--- src/rtl/blk_lock_pkg.sv ---
package blk_lock_pkg;

  // Internal state; bit 0 of the readout is "locked", bit 1 "locked-down"
  typedef enum logic [1:0] {
    LS_UNLOCKED = 2'd0,
    LS_LOCKED   = 2'd1,
    LS_REARM    = 2'd2,   // unlocked, but lock returns it to locked-down
    LS_DOWN     = 2'd3
  } lk_state_t;

  typedef enum logic [1:0] {
    OP_NONE   = 2'd0,
    OP_LOCK   = 2'd1,
    OP_UNLOCK = 2'd2,
    OP_DOWN   = 2'd3
  } lk_op_t;

  localparam logic [7:0] CODE_SETUP  = 8'h60;
  localparam logic [7:0] CODE_LOCK   = 8'h01;
  localparam logic [7:0] CODE_UNLOCK = 8'hD0;
  localparam logic [7:0] CODE_DOWN   = 8'h2F;

  function automatic lk_op_t decode_confirm(input logic [7:0] code);
    lk_op_t r;
    case (code)
      CODE_LOCK:   r = OP_LOCK;
      CODE_UNLOCK: r = OP_UNLOCK;
      CODE_DOWN:   r = OP_DOWN;
      default:     r = OP_NONE;
    endcase
    return r;
  endfunction

  // Next state of one block given the applied operation and protect events
  function automatic lk_state_t step(input lk_state_t s, input lk_op_t op,
                                     input logic wp_on, input logic wp_chg);
    lk_state_t b;
    lk_state_t r;
    b = (wp_chg && (s == LS_REARM)) ? LS_UNLOCKED : s;
    r = b;
    case (op)
      OP_LOCK: begin
        if (b == LS_UNLOCKED)   r = LS_LOCKED;
        else if (b == LS_REARM) r = LS_DOWN;
      end
      OP_UNLOCK: begin
        if (b == LS_LOCKED)                r = LS_UNLOCKED;
        else if (b == LS_DOWN && !wp_on)   r = LS_REARM;
      end
      OP_DOWN: r = LS_DOWN;
      default: r = b;
    endcase
    return r;
  endfunction

  function automatic logic [1:0] state_bits(input lk_state_t s);
    return {s == LS_DOWN, (s == LS_LOCKED) || (s == LS_DOWN)};
  endfunction

  function automatic logic writable(input lk_state_t s);
    return (s == LS_UNLOCKED) || (s == LS_REARM);
  endfunction

endpackage

--- src/rtl/blk_lock_seq.sv ---
module blk_lock_seq
  import blk_lock_pkg::*;
#(
  parameter int BLK_AW = 4
) (
  input  logic              clk,
  input  logic              rst_n,
  input  logic              wr_valid,
  input  logic [7:0]        wr_code,
  input  logic [BLK_AW-1:0] wr_blk,
  output lk_op_t            op,
  output logic [BLK_AW-1:0] op_blk,
  output logic              seq_err
);

  logic armed_q;

  always_comb begin
    op      = OP_NONE;
    seq_err = 1'b0;
    if (wr_valid && armed_q) begin
      op      = decode_confirm(wr_code);
      seq_err = (decode_confirm(wr_code) == OP_NONE);
    end
  end

  assign op_blk = wr_blk;

  always_ff @(posedge clk) begin
    if (!rst_n)        armed_q <= 1'b0;
    else if (wr_valid) armed_q <= armed_q ? 1'b0 : (wr_code == CODE_SETUP);
  end

endmodule

--- src/rtl/blk_lock_wpmon.sv ---
module blk_lock_wpmon (
  input  logic clk,
  input  logic rst_n,
  input  logic wprot,
  output logic wp_chg
);

  logic wprot_q;

  always_ff @(posedge clk) begin
    if (!rst_n) wprot_q <= 1'b0;
    else        wprot_q <= wprot;
  end

  assign wp_chg = wprot ^ wprot_q;

endmodule

--- src/rtl/blk_lock_cell.sv ---
module blk_lock_cell
  import blk_lock_pkg::*;
(
  input  logic      clk,
  input  logic      rst_n,
  input  logic      sel,
  input  lk_op_t    op,
  input  logic      wp_on,
  input  logic      wp_chg,
  output lk_state_t state
);

  lk_state_t state_q;

  always_ff @(posedge clk) begin
    if (!rst_n) state_q <= LS_LOCKED;
    else        state_q <= step(state_q, sel ? op : OP_NONE, wp_on, wp_chg);
  end

  assign state = state_q;

endmodule

--- src/rtl/blk_lock_ctrl.sv ---
module blk_lock_ctrl
  import blk_lock_pkg::*;
#(
  parameter int NUM_BLOCKS = 16,
  parameter int BLK_AW     = $clog2(NUM_BLOCKS)
) (
  input  logic              clk,
  input  logic              rst_n,
  input  logic              wr_valid,
  input  logic [7:0]        wr_code,
  input  logic [BLK_AW-1:0] wr_blk,
  input  logic              wprot,
  input  logic [BLK_AW-1:0] rd_blk,
  output logic [1:0]        rd_state,
  input  logic              chk_valid,
  input  logic [BLK_AW-1:0] chk_blk,
  output logic              chk_allow,
  output logic              chk_reject,
  output logic              seq_err
);

  lk_op_t                  op;
  logic [BLK_AW-1:0]       op_blk;
  logic                    wp_chg;
  lk_state_t               blk_st [NUM_BLOCKS];
  logic [2*NUM_BLOCKS-1:0] st_flat;
  lk_state_t               rd_sel;
  lk_state_t               chk_sel;

  blk_lock_seq #(.BLK_AW(BLK_AW)) u_seq (
    .clk(clk), .rst_n(rst_n), .wr_valid(wr_valid), .wr_code(wr_code),
    .wr_blk(wr_blk), .op(op), .op_blk(op_blk), .seq_err(seq_err)
  );

  blk_lock_wpmon u_wp (
    .clk(clk), .rst_n(rst_n), .wprot(wprot), .wp_chg(wp_chg)
  );

  for (genvar i = 0; i < NUM_BLOCKS; i++) begin : g_cell
    blk_lock_cell u_cell (
      .clk(clk), .rst_n(rst_n), .sel(op_blk == BLK_AW'(i)), .op(op),
      .wp_on(wprot), .wp_chg(wp_chg), .state(blk_st[i])
    );
    assign st_flat[2*i +: 2] = blk_st[i];
  end

  // Out-of-range indices read as locked
  always_comb begin
    rd_sel  = LS_LOCKED;
    chk_sel = LS_LOCKED;
    for (int k = 0; k < NUM_BLOCKS; k++) begin
      if (rd_blk  == BLK_AW'(k)) rd_sel  = blk_st[k];
      if (chk_blk == BLK_AW'(k)) chk_sel = blk_st[k];
    end
  end

  assign rd_state   = state_bits(rd_sel);
  assign chk_allow  = chk_valid &&  writable(chk_sel);
  assign chk_reject = chk_valid && !writable(chk_sel);

endmodule

--- config.mk ---
export PLATFORM = sky130hd
export DESIGN_NAME = blk_lock_ctrl
export DESIGN_NICKNAME = d
export VERILOG_FILES = /design/src/rtl/blk_lock_pkg.sv /design/src/rtl/blk_lock_seq.sv /design/src/rtl/blk_lock_wpmon.sv /design/src/rtl/blk_lock_cell.sv /design/src/rtl/blk_lock_ctrl.sv
export SDC_FILE = /design/constraint.sdc
export NUM_CORES = 1
export LEC_CHECK = 0
export CORE_MARGIN = 2
export CORE_UTILIZATION = 40
export DETAILED_ROUTE_END_ITERATION = 10
export PLACE_DENSITY = 0.7
export SLEW_MARGIN = 20
export SYNTH_ARGS = -nofsm -noshare
export SYNTH_HDL_FRONTEND = slang
export SYNTH_HIERARCHICAL = 1
export SYNTH_SLANG_ARGS = --single-unit
--- constraint.sdc ---
create_clock -name clk -period 4.7 [get_ports clk]
set_clock_uncertainty 0.2 [all_clocks]
set_input_delay 1.175 -clock clk [delete_from_list [all_inputs] [get_ports clk]]
set_output_delay 1.175 -clock clk [all_outputs]
set_load 0.02 [all_outputs]
== Word level (Yosys, flattened, before mapping) ==
Index checks and enable logic that the tools add are counted.

* Logic and storage cells: 392
* Flip-flop bits (word level): 34

* Muxes and demuxes: 149
* Equal/unequal tests: 164
* Bitwise gates (word level): 1
* Reduce and logical (&&, ||, !) cells: 60

{| class="wikitable"
|+ Operators by type and width
! cell !! count
|-
| two-way mux 2 bit || 130
|-
| equality test 2 bit (second input constant) || 82
|-
| one-hot mux 2 bit (3 select lines) || 17
|-
| equality test 4 bit (second input constant) || 24
|-
| equality test 2 x 1 -> 1 bit (second input constant) || 33
|-
| equality test 4 x 3 -> 1 bit (second input constant) || 12
|-
| zero test 2 bit || 18
|-
| logical AND 1 bit || 35
|-
| equality test 4 x 2 -> 1 bit (second input constant) || 6
|-
| equality test 4 x 1 -> 1 bit (second input constant) || 3
|-
| zero test 4 bit || 3
|-
| equality test 8 x 1 -> 1 bit (second input constant) || 1
|-
| equality test 8 x 6 -> 1 bit (second input constant) || 1
|-
| equality test 8 x 7 -> 1 bit (second input constant) || 1
|-
| equality test 8 bit (second input constant) || 1
|-
| zero test 1 bit || 2
|-
| logical OR 1 bit || 2
|-
| two-way mux 1 bit || 2
|-
| XOR 1 bit || 1
|}

== Logic depth before layout (Yosys ltp) ==
Gate-level depths: netlist of run 1.

* Depth after elaboration: 21
* Gate-level depth with buffers: 6
* Gate-level depth less buffers: 5

== Hierarchy ==
The synthesis of run 1 kept the hierarchy.

{| class="wikitable"
|+ By module, submodules not included
! module !! cells an instance !! area each (µm²) !! times used
|-
| blk_lock_cell || 10 || 81.3 || 16
|-
| blk_lock_ctrl || 90 || 645.6 || 1
|-
| blk_lock_seq || 23 || 168.9 || 1
|-
| blk_lock_wpmon || 3 || 36.3 || 1
|}

== Worst setup path after synthesis of run 1 ==
No wires, ideal clock.

* Path type: input to register
* From: input port wr_code[4]
* To: register g_cell[0].u_cell.state_q[0]
* Data required time: 4.433 ns
* Setup time: 0.067 ns
* Arrival: 3.911 ns
* Buffers on the path: 0
* Path slack: 0.522 ns
* Stages: 3
* Cell sequence: or4b_4 > a211oi_1 > a221o_1

* Cells in the longest elaborated chain, start to end: 6

{| class="wikitable"
|+ Ends and longest elaborated chain
! what !! RTL line !! text
|-
| from (decl) || blk_lock_ctrl.sv:10 || <nowiki>input logic [7:0] wr_code,</nowiki>
|-
| equality test 8 x 6 -> 1 bit (tied with other cells) || blk_lock_pkg.sv:25 || <nowiki>case (code)</nowiki>
|-
| one-hot mux 2 bit (3 select lines) (*) || blk_lock_pkg.sv:25 ||
|-
| two-way mux 2 bit (*) || blk_lock_seq.sv:21 || <nowiki>if (wr_valid && armed_q) begin</nowiki>
|-
| via op[0] || blk_lock_ctrl.sv:22 || <nowiki>lk_op_t op;</nowiki>
|-
| two-way mux 2 bit (*) || blk_lock_cell.sv:17 || <nowiki>else state_q <= step(state_q, sel ? op : OP_NONE, wp_on, wp_chg);</nowiki>
|-
| equality test 2 bit / equality test 2 x 1 -> 1 bit (equally long branches) || blk_lock_pkg.sv:41 || <nowiki>case (op)</nowiki>
|-
| one-hot mux 2 bit (3 select lines) (*) || blk_lock_pkg.sv:41 ||
|-
| to (signal assigned) || blk_lock_cell.sv:17 ||
|-
| to (decl) || blk_lock_cell.sv:13 || <nowiki>lk_state_t state_q;</nowiki>
|}

Mark *: on every way through the listed nets, which the timed path passes. The rest lies on a longest branch.
A chain may end at the register's enable or synchronous reset.

== Worst setup path in the final report of run 1 ==
* From: input port chk_blk[0]
* To: output port chk_allow

* Cells in the longest elaborated chain, start to end: 20

{| class="wikitable"
|+ Ends and longest elaborated chain
! what !! RTL line !! text
|-
| from (decl) || blk_lock_ctrl.sv:16 || <nowiki>input logic [BLK_AW-1:0] chk_blk,</nowiki>
|-
| zero test 4 bit || blk_lock_ctrl.sv:53 || <nowiki>if (chk_blk == BLK_AW'(k)) chk_sel = blk_st[k];</nowiki>
|-
| two-way mux 2 bit (15 in series) || blk_lock_ctrl.sv:53 ||
|-
| two-way mux 2 bit (*) || blk_lock_ctrl.sv:53 ||
|-
| equality test 2 bit / zero test 2 bit (equally long branches) || blk_lock_pkg.sv:61 || <nowiki>return (s == LS_UNLOCKED) || (s == LS_REARM);</nowiki>
|-
| logical OR 1 bit (*) || blk_lock_pkg.sv:61 ||
|-
| logical AND 1 bit (*) || blk_lock_ctrl.sv:58 || <nowiki>assign chk_allow = chk_valid && writable(chk_sel);</nowiki>
|-
| to (decl) || blk_lock_ctrl.sv:17 || <nowiki>output logic chk_allow,</nowiki>
|}

Every way passes the cells marked *; elsewhere a longest branch is shown, timed or not.

==> flow_summary.json, run 1 <==
{
  "status": "finished clean",
  "cp.required_ps": 3320,
  "initial_core_util_pct": 41.9,
  "synthArstFlopShare_pct": 0,
  "hold_buffers": 0,
  "p_seq_share_pct": 47.8,
  "setup_viol_count_final": 0,
  "hold_viol": 0,
  "multi_input_area_mm2": 0.00130,
  "die_area_mm2": 0.00598,
  "cp_max_fo": 3,
  "yosys_register_bits": 34,
  "cts_resized": 2,
  "slew_headroom_pct": 44.5,
  "cts_root_buffer": "clkbuf_8",
  "holdPathStages": 2,
  "clk_latency_ps": 290,
  "cts_tree": "built",
  "htree_levels": 2,
  "worstSetupStartpointType": "input port",
  "antenna_cells": 0,
  "hold_start": "u_seq/armed_q$_SDFFE_PN0P_",
  "viasPerCell": 5.60,
  "arrival_ps": 3190,
  "portBuffers": 29,
  "synth_ff_type": "dfxtp_1",
  "p_int_uw": 437,
  "drc_errors": 0,
  "antenna_found_initial": 0,
  "antenna_left": 0,
  "synth_fp_nets": 301,
  "routed_wl_um": 5720,
  "maxCapViolations": 0,
  "placementRows": 26,
  "grt-ovfl-total": 0,
  "rrSetupSlack_ps": 3010,
  "ys_warn_count": 6,
  "clock_sinks": 34,
  "fp.coreArea_mm2": 0.00514,
  "io_pins": 30,
  "min_to": "u_seq/armed_q$_SDFFE_PN0P_",
  "holdWs_ps": 291,
  "clk_pin_slew_worst_paths_ps": 70,
  "nets": 338,
  "cellPowerDensity_mw_per_mm2": 225,
  "cts_made_buffers": 5,
  "min_path_type": "reg -> reg",
  "num-fill-cells": 534,
  "yosysUniqueCellTypes": 41,
  "clk_path_buf_depth": 2,
  "post_cts_buffers": 0,
  "r2r-end": "g_cell[1].u_cell/state[0]$_SDFF_PN1_",
  "p_leak_nw": 0.974,
  "min_period_over_period_pct": 97.1,
  "synth_area_leaders": "dfxtp_1, nand3_1, a221o_1",
  "postLayoutCoreUtil_pct": 52.1,
  "avgRoutedWirePerCell_um": 14.9,
  "drive_above_1_share_pct": 8.60,
  "layout_common_cells": "inv_1, nand3_1, dfxtp_1",
  "pwr-share-clk_pct": 36.4,
  "yosys.area.top_type": "dfxtp_1",
  "netlist_instances": 276,
  "place_ws_ps": -148,
  "layout_commonest_cell": "inv_1",
  "cp-end-kind": "output port",
  "r2r_cells": 5,
  "synthesis.area_mm2": 0.00215,
  "p_total_uw": 603,
  "die_y_um": 77.4,
  "grt_max_degree": 33,
  "area_delta_synth_final_pct": 24.4,
  "ys_seq_area_share_pct": 31.6,
  "switching_share_pct": 27.6,
  "rr_startpoint": "u_seq/armed_q$_SDFFE_PN0P_",
  "grt_pass1_wl_um": 9400,
  "drtPass1Iterations": 4,
  "p_comb_share_pct": 15.8,
  "synth_area_per_cell_um2": 7.80,
  "worst_slew_pin_slew_ps": 829,
  "power.switching_uw": 167,
  "worst_slack_ps": 135,
  "gp_congestion": 0.953,
  "synth-edff-count": 0,
  "period_needed_ps": 4560,
  "grtUsageTotal_pct": 19.8,
  "ff_latch_area_um2": 681,
  "die_w_um": 77.4,
  "max_freq_ghz": 0.219,
  "slew_violations": 0,
  "grt_pass1_vias": 1871,
  "crit_type": "in -> out",
  "rsz0062_at_grt": "no",
  "dp_hpwl_um": 4140,
  "vdd_drop_max_mv": 0.177,
  "cp-startpoint": "chk_blk[0]",
  "vias": 2149,
  "synth_top_area_share_pct": 31.6,
  "drt_iter0_markers": 210
}
[worst max-delay path: stages]
cell and delay [ps]:
clkdlybuf4s50_1 540, buf_4 150, mux4_1 540, mux2i_1 150
nor2_1 60, a21oi_2 110, and2_1 140, dlygate4sd2_1 340
[power groups by stage]
stage	combinational, mW	sequential, mW	clock, mW
4_1_cts	0.0956	0.288	0.220
3_3_place_gp	0.0943	0.295	0
3_5_place_dp	0.0959	0.295	0
6_report	0.0955	0.288	0.220
2_1_floorplan	0.0469	0.295	0
5_1_grt	0.104	0.288	0.230
[through the flow]
stage	cell area [um^2]	TNS, ps	cells
after floorplan	2150	0	276
final	2680	0	384
after CTS	2670	0	384
after detailed placement	2590	-149	376
after global placement	2590	-73.8	376
after global routing	2680	0	384
[sequential cells by signal, summed over array words and instances (netlist names)]
| signal | count |
|---|---|
| g_cell.u_cell/state | 32 |
| u_seq/armed_q | 1 |
| u_wp/wprot_q | 1 |
[logic make-up (layout without fill, tap and decap cells)]
group | count (synthesis) | count (layout) | synth area share, %
xor gates and xnor gates | 1 | 1 | 0.407
buffers and inverters | 44 | 82 | 8.78
muxes | 14 | 14 | 9.77
DFF | 34 | 34 | 31.6
and+or+nand+nor | 104 | 104 | 24.5
AOI/OAI and AO/OA | 79 | 79 | 24.9
[worst max-delay path by stage]
stage	end	slack [ps]	cells after the start
after global placement	chk_allow	-70	6
after detailed placement	chk_allow	-150	8
after floorplan	g_cell[0].u_cell/state[0]$_SDFF_PN1_	520	3
after CTS	chk_reject	4	8
after global routing	chk_allow	8	8
final	chk_allow	140	8
[cell usage after synthesis, types with 5 or more instances]
cell and n:
mux2i_1 6, nand3_1 34, nand2b_1 7, nor2b_1 5, inv_1 35, a221o_1 16, nand2_1 23, a21oi_1 20
buf_4 6, o21ai_0 21, dfxtp_1 34, nor2_1 13, nor3_1 9
[metal layers]
metal,up-vias,wire [um],share of wire (%),track usage (%)
li1,1092,-,-,-
met1,983,2590,45,25.6
met2,64,2750,48,33.5
met3,10,279,4.9,3.49
met4,0,106,1.9,6.79
met5,-,0,0,0
[area by class of cell]
cell class / instances / share of cell area [%]
Multi-Input combinational cell: 198 / 48.5
Sequential cell: 34 / 25.4
Timing Repair Buffer: 39 / 14.7
Inverter: 35 / 4.91
Tap cell: 70 / 3.27
Clock buffer: 6 / 2.71
Clock inverter: 2 / 0.514
Note: power is estimated with default switching activity, not from simulation.
==> run 2, diff against run 1 <==
Settings changed: CORE_ASPECT_RATIO set to 0.8.
==> flow_summary.json, run 2 (same netlist as run 1, synthesis figures left out) <==
{
  "place_ws_ps": -183,
  "drt_iter0_markers": 159,
  "worst_slew_pin_slew_ps": 767,
  "portBuffers": 29,
  "io_pins": 30,
  "postLayoutCoreUtil_pct": 53.3,
  "max_freq_ghz": 0.218,
  "drc_errors": 0,
  "grtUsageTotal_pct": 20.5,
  "finalNonFillerCells": 376,
  "clk_path_buf_depth": 2,
  "num-fill-cells": 490,
  "drtPass1Iterations": 5,
  "status": "finished clean",
  "grt_pass1_vias": 2002,
  "die_w_um": 86.0,
  "placementRows": 23,
  "viasPerCell": 5.90,
  "nets": 338,
  "antenna_cells": 0,
  "routed_wl_um": 5770,
  "initial_core_util_pct": 42.3,
  "cellPowerDensity_mw_per_mm2": 263,
  "antenna_left": 0,
  "clock_sinks": 34,
  "grt_max_degree": 33,
  "hold_start": "g_cell[13].u_cell/state[1]$_SDFF_PN0_",
  "p_total_uw": 714,
  "cp-startpoint": "chk_blk[0]",
  "period_needed_ps": 4590,
  "rr_startpoint": "u_seq/armed_q$_SDFFE_PN0P_",
  "fp.coreArea_mm2": 0.00509,
  "cts_tree": "built",
  "hold_viol": 0,
  "largest_register_ffs": 32,
  "setup_viol_count_final": 0,
  "cts_root_buffer": "clkbuf_8",
  "dp_hpwl_um": 4170,
  "clk_latency_ps": 300,
  "vias": 2217,
  "grt_pass1_wl_um": 9680,
  "layout_commonest_cell": "inv_1",
  "avgRoutedWirePerCell_um": 15.3,
  "clk_pin_slew_worst_paths_ps": 70,
  "slew_headroom_pct": 48.7,
  "ff_latch_area_um2": 681,
  "gp_congestion": 0.921,
  "placed_cells": 368,
  "p_leak_nw": 0.987,
  "min_path_type": "reg -> reg",
  "multi_input_area_mm2": 0.00130,
  "vdd_drop_max_mv": 0.154,
  "layout_common_cells": "inv_1, nand3_1, dfxtp_1",
  "htree_levels": 2,
  "cp-end-kind": "output port",
  "die_area_mm2": 0.00599,
  "antenna_found_initial": 0,
  "cts_made_buffers": 5,
  "arrival_ps": 3220,
  "maxCapViolations": 0,
  "grt-ovfl-total": 0,
  "die_y_um": 69.6,
  "worstSetupStartpointType": "input port",
  "worst_slack_ps": 110,
  "area_delta_synth_final_pct": 26.1,
  "drive_above_1_share_pct": 8.92,
  "slew_violations": 0,
  "hold_buffers": 0,
  "min_period_over_period_pct": 97.7,
  "rsz0062_at_grt": "no",
  "crit_type": "in -> out",
  "cp_max_fo": 4,
  "cp.required_ps": 3320
}
-- run 2: final cells by class --
| class | count | area share (%) |
|---|---|---|
| inverters | 35 | 4.84 |
| clock buffers | 5 | 2.54 |
| clock inverters | 3 | 2.54 |
| well taps | 62 | 2.86 |
| multi-input cells | 198 | 47.8 |
| flip-flops and latches | 34 | 25.1 |
| repair buffers | 39 | 14.3 |
-- run 2: metrics by stage --
step | hold slack [ps] | area [um^2] | TNS (ps)
after CTS | 295 | 2710 | 0
after global routing | 309 | 2710 | 0
after detailed placement | 284 | 2580 | -225
after global placement | 271 | 2580 | -141
final | 292 | 2710 | 0
after floorplan | 259 | 2150 | 0
-- run 2: path summary, 6_finish.rpt --
kind                                      endpoint  slack, ps  cells past startpoint
min reg2reg  g_cell[13].u_cell/state[1]$_SDFF_PN0_        290                      2
max reg2reg  g_cell[12].u_cell/state[0]$_SDFF_PN1_       2970                      5
max                                      chk_allow        110                      6
min          g_cell[13].u_cell/state[1]$_SDFF_PN0_        290                      2
-- run 2: what timing repair did --
action | in CTS | in global routing
resized for setup | 3 | 1
buffers inserted | 0 | 0
endpoints found under the setup margin | 3 | 1
pin swaps | 0 | 0
-- run 2: where the power goes --
group / total, mW / internal [mW] / switching (mW) / leakage [nW]
Sequential: 0.288 / 0.288 / 0.000178 / 0.275
Clock: 0.331 / 0.212 / 0.118 / 0.0683
Combinational: 0.0947 / 0.0430 / 0.0517 / 0.644
-- run 2: worst max-delay path, stage by stage --
cell and delay [ps]:
clkdlybuf4s50_1 580, mux4_1 570, mux2_2 280, a21oi_2 150
and2_1 130, dlygate4sd2_1 320
-- run 2: metal layers --
metal | GRT usage [%] | share of wire, %
met1 | 28.6 | 48
met2 | 29.7 | 41
met3 | 7.14 | 9.5
met4 | 5.64 | 1.2
met5 | 0 | 0
